==> config.mk <==
export PLATFORM = sky130hd
export DESIGN_NAME = wr_inhibit_seq
export DESIGN_NICKNAME = d
export VERILOG_FILES = /design/src/rtl/wis_pkg.sv /design/src/rtl/wis_sync2.sv /design/src/rtl/wis_seq_fsm.sv /design/src/rtl/wis_wr_guard.sv /design/src/rtl/wr_inhibit_seq.sv
export SDC_FILE = /design/constraint.sdc
export NUM_CORES = 1
export LEC_CHECK = 0
export BUFFER_PORTS_ARGS = -buffer_cell sky130_fd_sc_hd__buf_4
export CORE_UTILIZATION = 55
export CTS_CLUSTER_DIAMETER = 120
export DETAILED_ROUTE_END_ITERATION = 8
export GPL_ROUTABILITY_DRIVEN = 0
export GPL_TIMING_DRIVEN = 0
export PLACE_DENSITY = 0.72
export SLEW_MARGIN = 40
export SYNTH_ARGS = -nofsm -noshare
export SYNTH_HDL_FRONTEND = slang
export SYNTH_SLANG_ARGS = --single-unit
==> constraint.sdc <==
create_clock -name clk -period 3.22 [get_ports clk]
set_clock_uncertainty 0.1 [all_clocks]
set_input_delay 0.161 -clock clk [delete_from_list [all_inputs] [get_ports clk]]
set_output_delay 0.161 -clock clk [all_outputs]
set_load 0.05 [all_outputs]
==> src/rtl/wis_pkg.sv <==
package wis_pkg;
  typedef enum logic [1:0] {PS_OFF, PS_WAIT, PS_ON, PS_DOWN} pwr_state_t;
  localparam int NUM_HALVES = 2;
endpackage

==> src/rtl/wis_sync2.sv <==
module wis_sync2 #(
  parameter int W = 3
) (
  input  logic         clk,
  input  logic         rst_n,
  input  logic [W-1:0] d,
  output logic [W-1:0] q
);
  logic [W-1:0] meta;

  always_ff @(posedge clk) begin
    if (!rst_n) begin
      meta <= '0;
      q    <= '0;
    end else begin
      meta <= d;
      q    <= meta;
    end
  end
endmodule

==> src/rtl/wis_seq_fsm.sv <==
module wis_seq_fsm import wis_pkg::*; #(
  parameter int REL_CYC = 50
) (
  input  logic       clk,
  input  logic       rst_n,
  input  logic       rails_ok,
  input  logic       warn,
  output pwr_state_t state
);
  localparam int CW = $clog2(REL_CYC + 1);
  localparam logic [CW-1:0] LAST = CW'(REL_CYC - 1);

  logic [CW-1:0] cnt;

  always_ff @(posedge clk) begin
    if (!rst_n) begin
      state <= PS_OFF;
      cnt   <= '0;
    end else begin
      case (state)
        PS_OFF: begin
          cnt <= '0;
          if (rails_ok && !warn) state <= PS_WAIT;
        end
        PS_WAIT: begin
          if (!rails_ok)        state <= PS_OFF;
          else if (warn)        state <= PS_DOWN;
          else if (cnt == LAST) state <= PS_ON;
          else                  cnt <= cnt + 1'b1;
        end
        PS_ON: begin
          if (!rails_ok)  state <= PS_OFF;
          else if (warn)  state <= PS_DOWN;
        end
        default: begin
          if (!rails_ok) state <= PS_OFF;
        end
      endcase
    end
  end

  // a warned shutdown only ends when the rails go away
  p_down_sticky_r8: assert property (@(posedge clk) disable iff (!rst_n)
    (state == PS_DOWN && rails_ok) |=> (state == PS_DOWN));

  // release timer never runs past its limit
  p_cnt_bound_r3: assert property (@(posedge clk) disable iff (!rst_n)
    (state == PS_WAIT) |-> (cnt < CW'(REL_CYC)));
endmodule

==> src/rtl/wis_wr_guard.sv <==
module wis_wr_guard #(
  parameter int WIN_CYC = 14
) (
  input  logic clk,
  input  logic rst_n,
  input  logic strobe,
  output logic busy
);
  localparam int CW = $clog2(WIN_CYC + 1);

  logic [CW-1:0] left;

  always_ff @(posedge clk) begin
    if (!rst_n)         left <= '0;
    else if (strobe)    left <= CW'(WIN_CYC - 1);
    else if (left != 0) left <= left - 1'b1;
  end

  assign busy = strobe | (left != '0);

  // a strobe keeps the window open on the following edge
  p_window_open_r6: assert property (@(posedge clk) disable iff (!rst_n)
    (strobe && WIN_CYC > 1) |=> busy);
endmodule

==> src/rtl/wr_inhibit_seq.sv <==
module wr_inhibit_seq import wis_pkg::*; #(
  parameter int CLK_NS      = 10,
  parameter int REL_CYC     = 50,
  parameter int WIN_CYC     = 14,
  parameter int DEADLINE_NS = 1000
) (
  input  logic                  clk,
  input  logic                  rst_n,
  input  logic                  core_ok,
  input  logic                  io_ok,
  input  logic                  pwr_warn,
  input  logic                  wr_strobe,
  input  logic [NUM_HALVES-1:0] ro_req,
  output logic [NUM_HALVES-1:0] wr_inh_n
);
  // synchronizer + fsm entry + release timer + output flop + a full window
  localparam int WORST_CYC = 2 + 1 + REL_CYC + 1 + WIN_CYC;

  if (WORST_CYC * CLK_NS > DEADLINE_NS) begin : g_deadline_bad
    $error("wr_inhibit_seq: release path exceeds deadline");
  end

  logic [2:0] raw_in, syn_in;
  logic       rails_ok, warn_s, busy;
  pwr_state_t state;

  assign raw_in   = {pwr_warn, io_ok, core_ok};
  assign rails_ok = syn_in[0] & syn_in[1];
  assign warn_s   = syn_in[2];

  wis_sync2 #(.W(3)) u_sync (
    .clk(clk), .rst_n(rst_n), .d(raw_in), .q(syn_in)
  );

  wis_seq_fsm #(.REL_CYC(REL_CYC)) u_fsm (
    .clk(clk), .rst_n(rst_n), .rails_ok(rails_ok), .warn(warn_s), .state(state)
  );

  wis_wr_guard #(.WIN_CYC(WIN_CYC)) u_guard (
    .clk(clk), .rst_n(rst_n), .strobe(wr_strobe), .busy(busy)
  );

  for (genvar h = 0; h < NUM_HALVES; h++) begin : g_half
    always_ff @(posedge clk) begin
      if (!rst_n)         wr_inh_n[h] <= 1'b0;
      else if (!rails_ok) wr_inh_n[h] <= 1'b0;
      else if (!busy)     wr_inh_n[h] <= (state == PS_ON) && !ro_req[h];
    end

    // read-only request closes its half
    p_ro_hold_r5: assert property (@(posedge clk) disable iff (!rst_n)
      (ro_req[h] && !busy) |=> !wr_inh_n[h]);

    // an output only opens from the powered state
    p_open_powered_r3: assert property (@(posedge clk) disable iff (!rst_n)
      $rose(wr_inh_n[h]) |-> $past(state == PS_ON));
  end

  // lost rail closes both halves regardless of the window
  p_fault_inhibit_r4: assert property (@(posedge clk) disable iff (!rst_n)
    !rails_ok |=> (wr_inh_n == '0));

  // outputs frozen while the guard window is open
  p_hold_window_r6: assert property (@(posedge clk) disable iff (!rst_n)
    (busy && rails_ok) |=> $stable(wr_inh_n));
endmodule

==> results of run 1 <==
-- worst max-delay path, stage by stage (launching register included) --
cell       delay (ps)
dfxtp_1           350
inv_1              70
ha_1              210
or3b_4            430
a2111oi_0         370
-- sequential cells by signal (all words and copies together) (netlist names) --
name and count:
u_fsm.state 2, u_sync.meta 3, u_guard.left 4, u_fsm.cnt 6, u_sync.q 3, wr_inh_n 2
-- cell usage in the layout (no fill, tap or decap), drive strengths merged, types with 3 or more instances in the layout --
cell type	n
nand3b	3
buf	10
o21ai	6
dlygate4sd3	4
ha	3
mux2i	4
inv	6
dfxtp	20
nand2	6
and2	6
clkbuf	5
a21oi	7
nor2	6
-- layer usage --
layer | GRT usage [%] | routed length, um | up-vias
met1 | 23.18 | 788 | 313
li1 | - | - | 366
met5 | 0 | 0 | -
met4 | 5.625 | 17 | 0
met3 | 5.172 | 57 | 2
met2 | 31.38 | 735 | 14
-- Yosys cell counts, types with 2 or more instances --
library cell | count | share of area (%)
and2_1 | 6 | 4.2
xnor2_1 | 2 | 1.9
nand3b_1 | 3 | 2.5
mux2i_1 | 4 | 4.5
a21oi_1 | 7 | 3.9
inv_1 | 6 | 2.5
nand2_1 | 6 | 2.5
nand4b_1 | 2 | 1.9
nor3b_1 | 2 | 1.7
o21ai_0 | 6 | 3.3
o21a_1 | 2 | 1.7
nand3_1 | 2 | 1.1
clkbuf_1 | 2 | 0.83
nand2b_1 | 2 | 1.4
ha_1 | 3 | 4.2
nor2_1 | 6 | 2.5
nor3_1 | 2 | 1.1
dfxtp_1 | 20 | 45
-- area by class of cell --
class / count / area [um^2]
Timing Repair Buffer: 13 / 107.6
Buffer: 3 / 18.77
Multi-Input combinational cell: 66 / 457.9
Clock buffer: 3 / 22.52
Inverter: 6 / 22.52
Tap cell: 16 / 20.02
Sequential cell: 20 / 400.4
Clock inverter: 1 / 30.03
Fill cell: 114 / 444.2
-- logic make-up (layout without fill, tap and decap cells) --
logic type      count (synthesis)  count (layout)  share of synthesized area [%]
simple gates                   38              38                          27.96
buf+inv                         9              26                          4.590
mux                             4               4                          4.451
flops                          20              20                          44.51
compound gates                 19              19                          12.38
fa+ha+maj                       3               3                          4.173
xor+xnor                        2               2                          1.948
-- power breakdown --
| part | internal [W] | switching, W |
|---|---|---|
| combinational | 0.0000262 | 0.0000185 |
| sequential | 0.000256 | 0.00000724 |
| clock | 0.000126 | 0.0000804 |
-- worst paths after layout --
kind                      to  depth (start not counted)  slack, ps
max          u_guard.left[1]                          4       1590
min reg2reg      u_sync.q[0]                          1        350
max reg2reg  u_guard.left[1]                          4       1590
min              wr_inh_n[0]                          4         10
-- through the flow --
| stage | instance area [um^2] | setup WS (ps) | std cells | total power (W) |
|---|---|---|---|---|
| 6_report | 1080 | 1588 | 128 | 0.0005144 |
| 2_1_floorplan | 899.6 | 1719 | 95 | 0.0002957 |
| 5_1_grt | 1080 | 1476 | 128 | 0.0005340 |
| 3_5_place_dp | 987.2 | 1594 | 120 | 0.0003099 |
| 3_3_place_gp | 987.2 | 1643 | 120 | 0.0003072 |
| 4_1_cts | 1080 | 1567 | 128 | 0.0005192 |
-- repair_timing --
item / CTS / global route
hold endpoints to repair: 4 / 0
endpoints found under the setup margin: 0 / 0
hold buffers: 4 / 0
resized for setup: 0 / 0
==> flow_summary.toml, run 1 <==
[run_status]
status = "complete, no violations"

[clock_network]
cts_htree_levels = 1
clock_latency_ps = 300
clkTransAtPathRegs_ps = 120
cts_buffers = 3
cts_setup_buffers = 0
clock-root-buffer = "clkbuf_4"
cts_sinks = 20
cts_tree = "built"
clock_path_buffers = 2

[yosys]
synth.distinct_cells = 30
synth_area_per_cell_um2 = 9.470
ys_seq_area_share_pct = 44.51
syn-num-nets = 106
async_reset_ff_share_pct = 0
synth_flop_cell = "dfxtp_1"
syn_area_um2 = 899.6
syn_inst = 95
yosysWarnings = 0
synth_enable_flop_cells = 0
synth_seq_cells = 20

[route]
drtAntennaViolNets = 0
drt_iter0_markers = 12
first_pass_iters = 4
wl_per_cell_um = 12.49
post_drt_via_cell_ratio = 5.430
vias = 695
route.detailed.drc = 0
wl_um = 1599

[sta]
min_period_ps = 1632
finalMaxSlewViolations = 0
fmax_ghz = 0.6126
rsz0062_at_grt = "no"
setup_viol_count_final = 0
setup_tns_ps = 0
relSlewSlack_pct = 73.19
min_period_over_period_pct = 50.69
holdWs_ps = 9.958
hold_viol = 0
worst_pin_slew_ps = 396.5

[die]
rows = 14
die-area_mm2 = 0.001802
io_pins = 10
coreArea_mm2 = 0.001524
fp.dieW_um = 42.45
die_y_um = 42.45
floorplan.initialDensity_pct = 59.03

[hold_path]
min_from = "ro_req[0]"
min_path_type = "in -> reg"

[setup_path]
reg2reg_from = "u_guard.left[0]"
cp-start-kind = "flop"
worstSetupPathType = "reg -> reg"
crit_arrival_ps = 1730
path_max_fanout = 5
end_kind = "flop"
cp.required_ps = 3320
critPathLaunch = "u_guard.left[0]"

[pwr]
vdd_drop_max_mv = 0.4018
p_leak_nw = 0.4097
power.density_mw_per_mm2 = 476.4

[cells_and_area]
antennaDiodeCount = 0
drive_gt1_share_pct = 16.07
fin_nets = 124
syn_to_final_growth_pct = 20.03
fin_util_pct = 70.85

[grt]
grt_overflow_total = 0
grt_max_degree = 13
grt_pass1_vias = 626
grt_use_total_pct = 18.69
grt_pass1_wl_um = 2546
antenna_found_initial = 0

[placement]
numPortBuffers = 9
place_hpwl_um = 1149

[job]
max_cap_violations = 0
Power figures use the tool's default switching activity.
==> run 2: changes to the inputs <==
Clock period 3.22 ns to 1.7 ns, I/O delays scaled along.
==> run 2 against run 1 <==
Against the previous run:
- final area is 3.1% higher
- power grew 91%
- utilization is 2.2 points higher
- die area stayed put
- critical endpoint unchanged
- largest cell class unchanged
- largest power group unchanged
- highest routed layer unchanged
==> flow_summary.toml, run 2 (synthesis results as in run 1) <==
[placement]
place_area_um2 = 987.2
place_hpwl_um = 1149
place_inst = 120
numPortBuffers = 9

[route]
first_pass_iters = 4
route.detailed.drc = 0
wl_per_cell_um = 12.20
vias = 696
drt_iter0_markers = 13
post_drt_via_cell_ratio = 5.313
drtAntennaViolNets = 0
wl_um = 1598

[hold_path]
min_path_type = "reg -> reg"

[grt]
grt_use_total_pct = 18.87
grt_overflow_total = 0
grt_pass1_wl_um = 2566
antenna_found_initial = 0
grt_max_degree = 13
grt_pass1_vias = 631

[pwr]
p_leak_nw = 0.4210
power.density_mw_per_mm2 = 882.0
vdd_drop_max_mv = 0.7645

[setup_path]
cpMaxStageDelayCell = "or3b_4"
path_max_fanout = 5
cp.required_ps = 1810
worstSetupPathType = "reg -> reg"
crit_arrival_ps = 1710
cp-start-kind = "flop"
path_cells = "inv_1, ha_2, or3b_4, a2111oi_1"
end_kind = "flop"
critical_path.max_stage_delay_ps = 420

[clock_network]
clock_path_buffers = 2
cts_setup_buffers = 0
clock_latency_ps = 300
cts_buffers = 3
clock-root-buffer = "clkbuf_4"
clkTransAtPathRegs_ps = 120
cts_sinks = 20
cts_htree_levels = 1
cts_tree = "built"

[cells_and_area]
final_cell_mix = "dfxtp_1, buf_4, a21oi_1, dlygate4sd3_1"
fin_area_mm2 = 0.001114
fin_nets = 127
largest_register_ff_count = 6
antennaDiodeCount = 0
syn_to_final_growth_pct = 23.78
regMostFlops = "u_fsm.cnt"
top_regs = "u_fsm.cnt: 6 flops, u_guard.left: 4 flops"
fin_cells = 131
final_common_cell = "dfxtp_1"
drive_gt1_share_pct = 16.52

[run_status]
status = "complete, no violations"

[die]
die-area_mm2 = 0.001802
io_pins = 10
floorplan.initialDensity_pct = 59.03
fp.dieW_um = 42.45
die_y_um = 42.45
coreArea_mm2 = 0.001524
rows = 14

[sta]
worst_pin_slew_ps = 395.9
min_period_over_period_pct = 94.16
relSlewSlack_pct = 73.24
setup_tns_ps = 0
min_period_ps = 1601
fmax_ghz = 0.6247
hold_viol = 0
finalMaxSlewViolations = 0
setup_viol_count_final = 0
rsz0062_at_grt = "no"

[job]
max_cap_violations = 0
==> run 2: metrics by stage <==
stage / total power, W / hold WS, ps / utilization (%) / worst slack (ps)
floorplan: 0.0005601 / 68.06 / - / 198.8
global placement: 0.0005819 / 191.7 / 64.78 / 123.0
detailed placement: 0.0005870 / 197.4 / 64.78 / 74.16
CTS: 0.0009889 / 358.6 / 72.82 / 47.39
global route: 0.001019 / 371.9 / 73.07 / 13.59
finish: 0.0009821 / 351.7 / 73.07 / 99.20
==> run 2: final timing paths <==
kind,depth (start not counted),startpoint,slack (ps),end
min,1,u_sync.meta[0],350,u_sync.q[0]
min reg2reg,1,u_sync.meta[0],350,u_sync.q[0]
max,4,u_guard.left[0],100,u_guard.left[1]
max reg2reg,4,u_guard.left[0],100,u_guard.left[1]
==> run 2: final cells by class <==
type	count	area, um^2
Fill cell	109	410.4
Multi-Input combinational cell	66	461.7
Clock inverter	1	30.03
Clock buffer	3	22.52
Timing Repair Buffer	16	137.6
Buffer	3	18.77
Inverter	6	22.52
Sequential cell	20	400.4
Tap cell	16	20.02
==> run 2: timing repair <==
item	in CTS	in global routing
setup endpoints to repair	0	1
hold buffers	7	0
gates resized for setup	0	2
hold endpoints to repair	9	0
==> run 2: power by group <==
group / switching, W / internal, W
Clock: 0.000152 / 0.000238
Combinational: 0.0000368 / 0.0000559
Sequential: 0.0000136 / 0.000485
==> run 2: worst max-delay path, delay by kind of cell, from the launching register on <==
family | cells | cell delay, ps
and+or+nand+nor | 1 | 420
AOI/OAI and AO/OA | 1 | 360
buffers and inverters | 1 | 70
DFF | 1 | 350
adders and majority gates | 1 | 200
==> run 2: per-layer routing <==
layer	vias up	track usage, %	routed length [um]	share of wire (%)
li1	374	-	-	-
met1	310	23.18	814	51
met2	10	32.00	727	45
met3	2	5.172	39	2.4
met4	0	5.625	17	1.1
met5	-	0	0	0
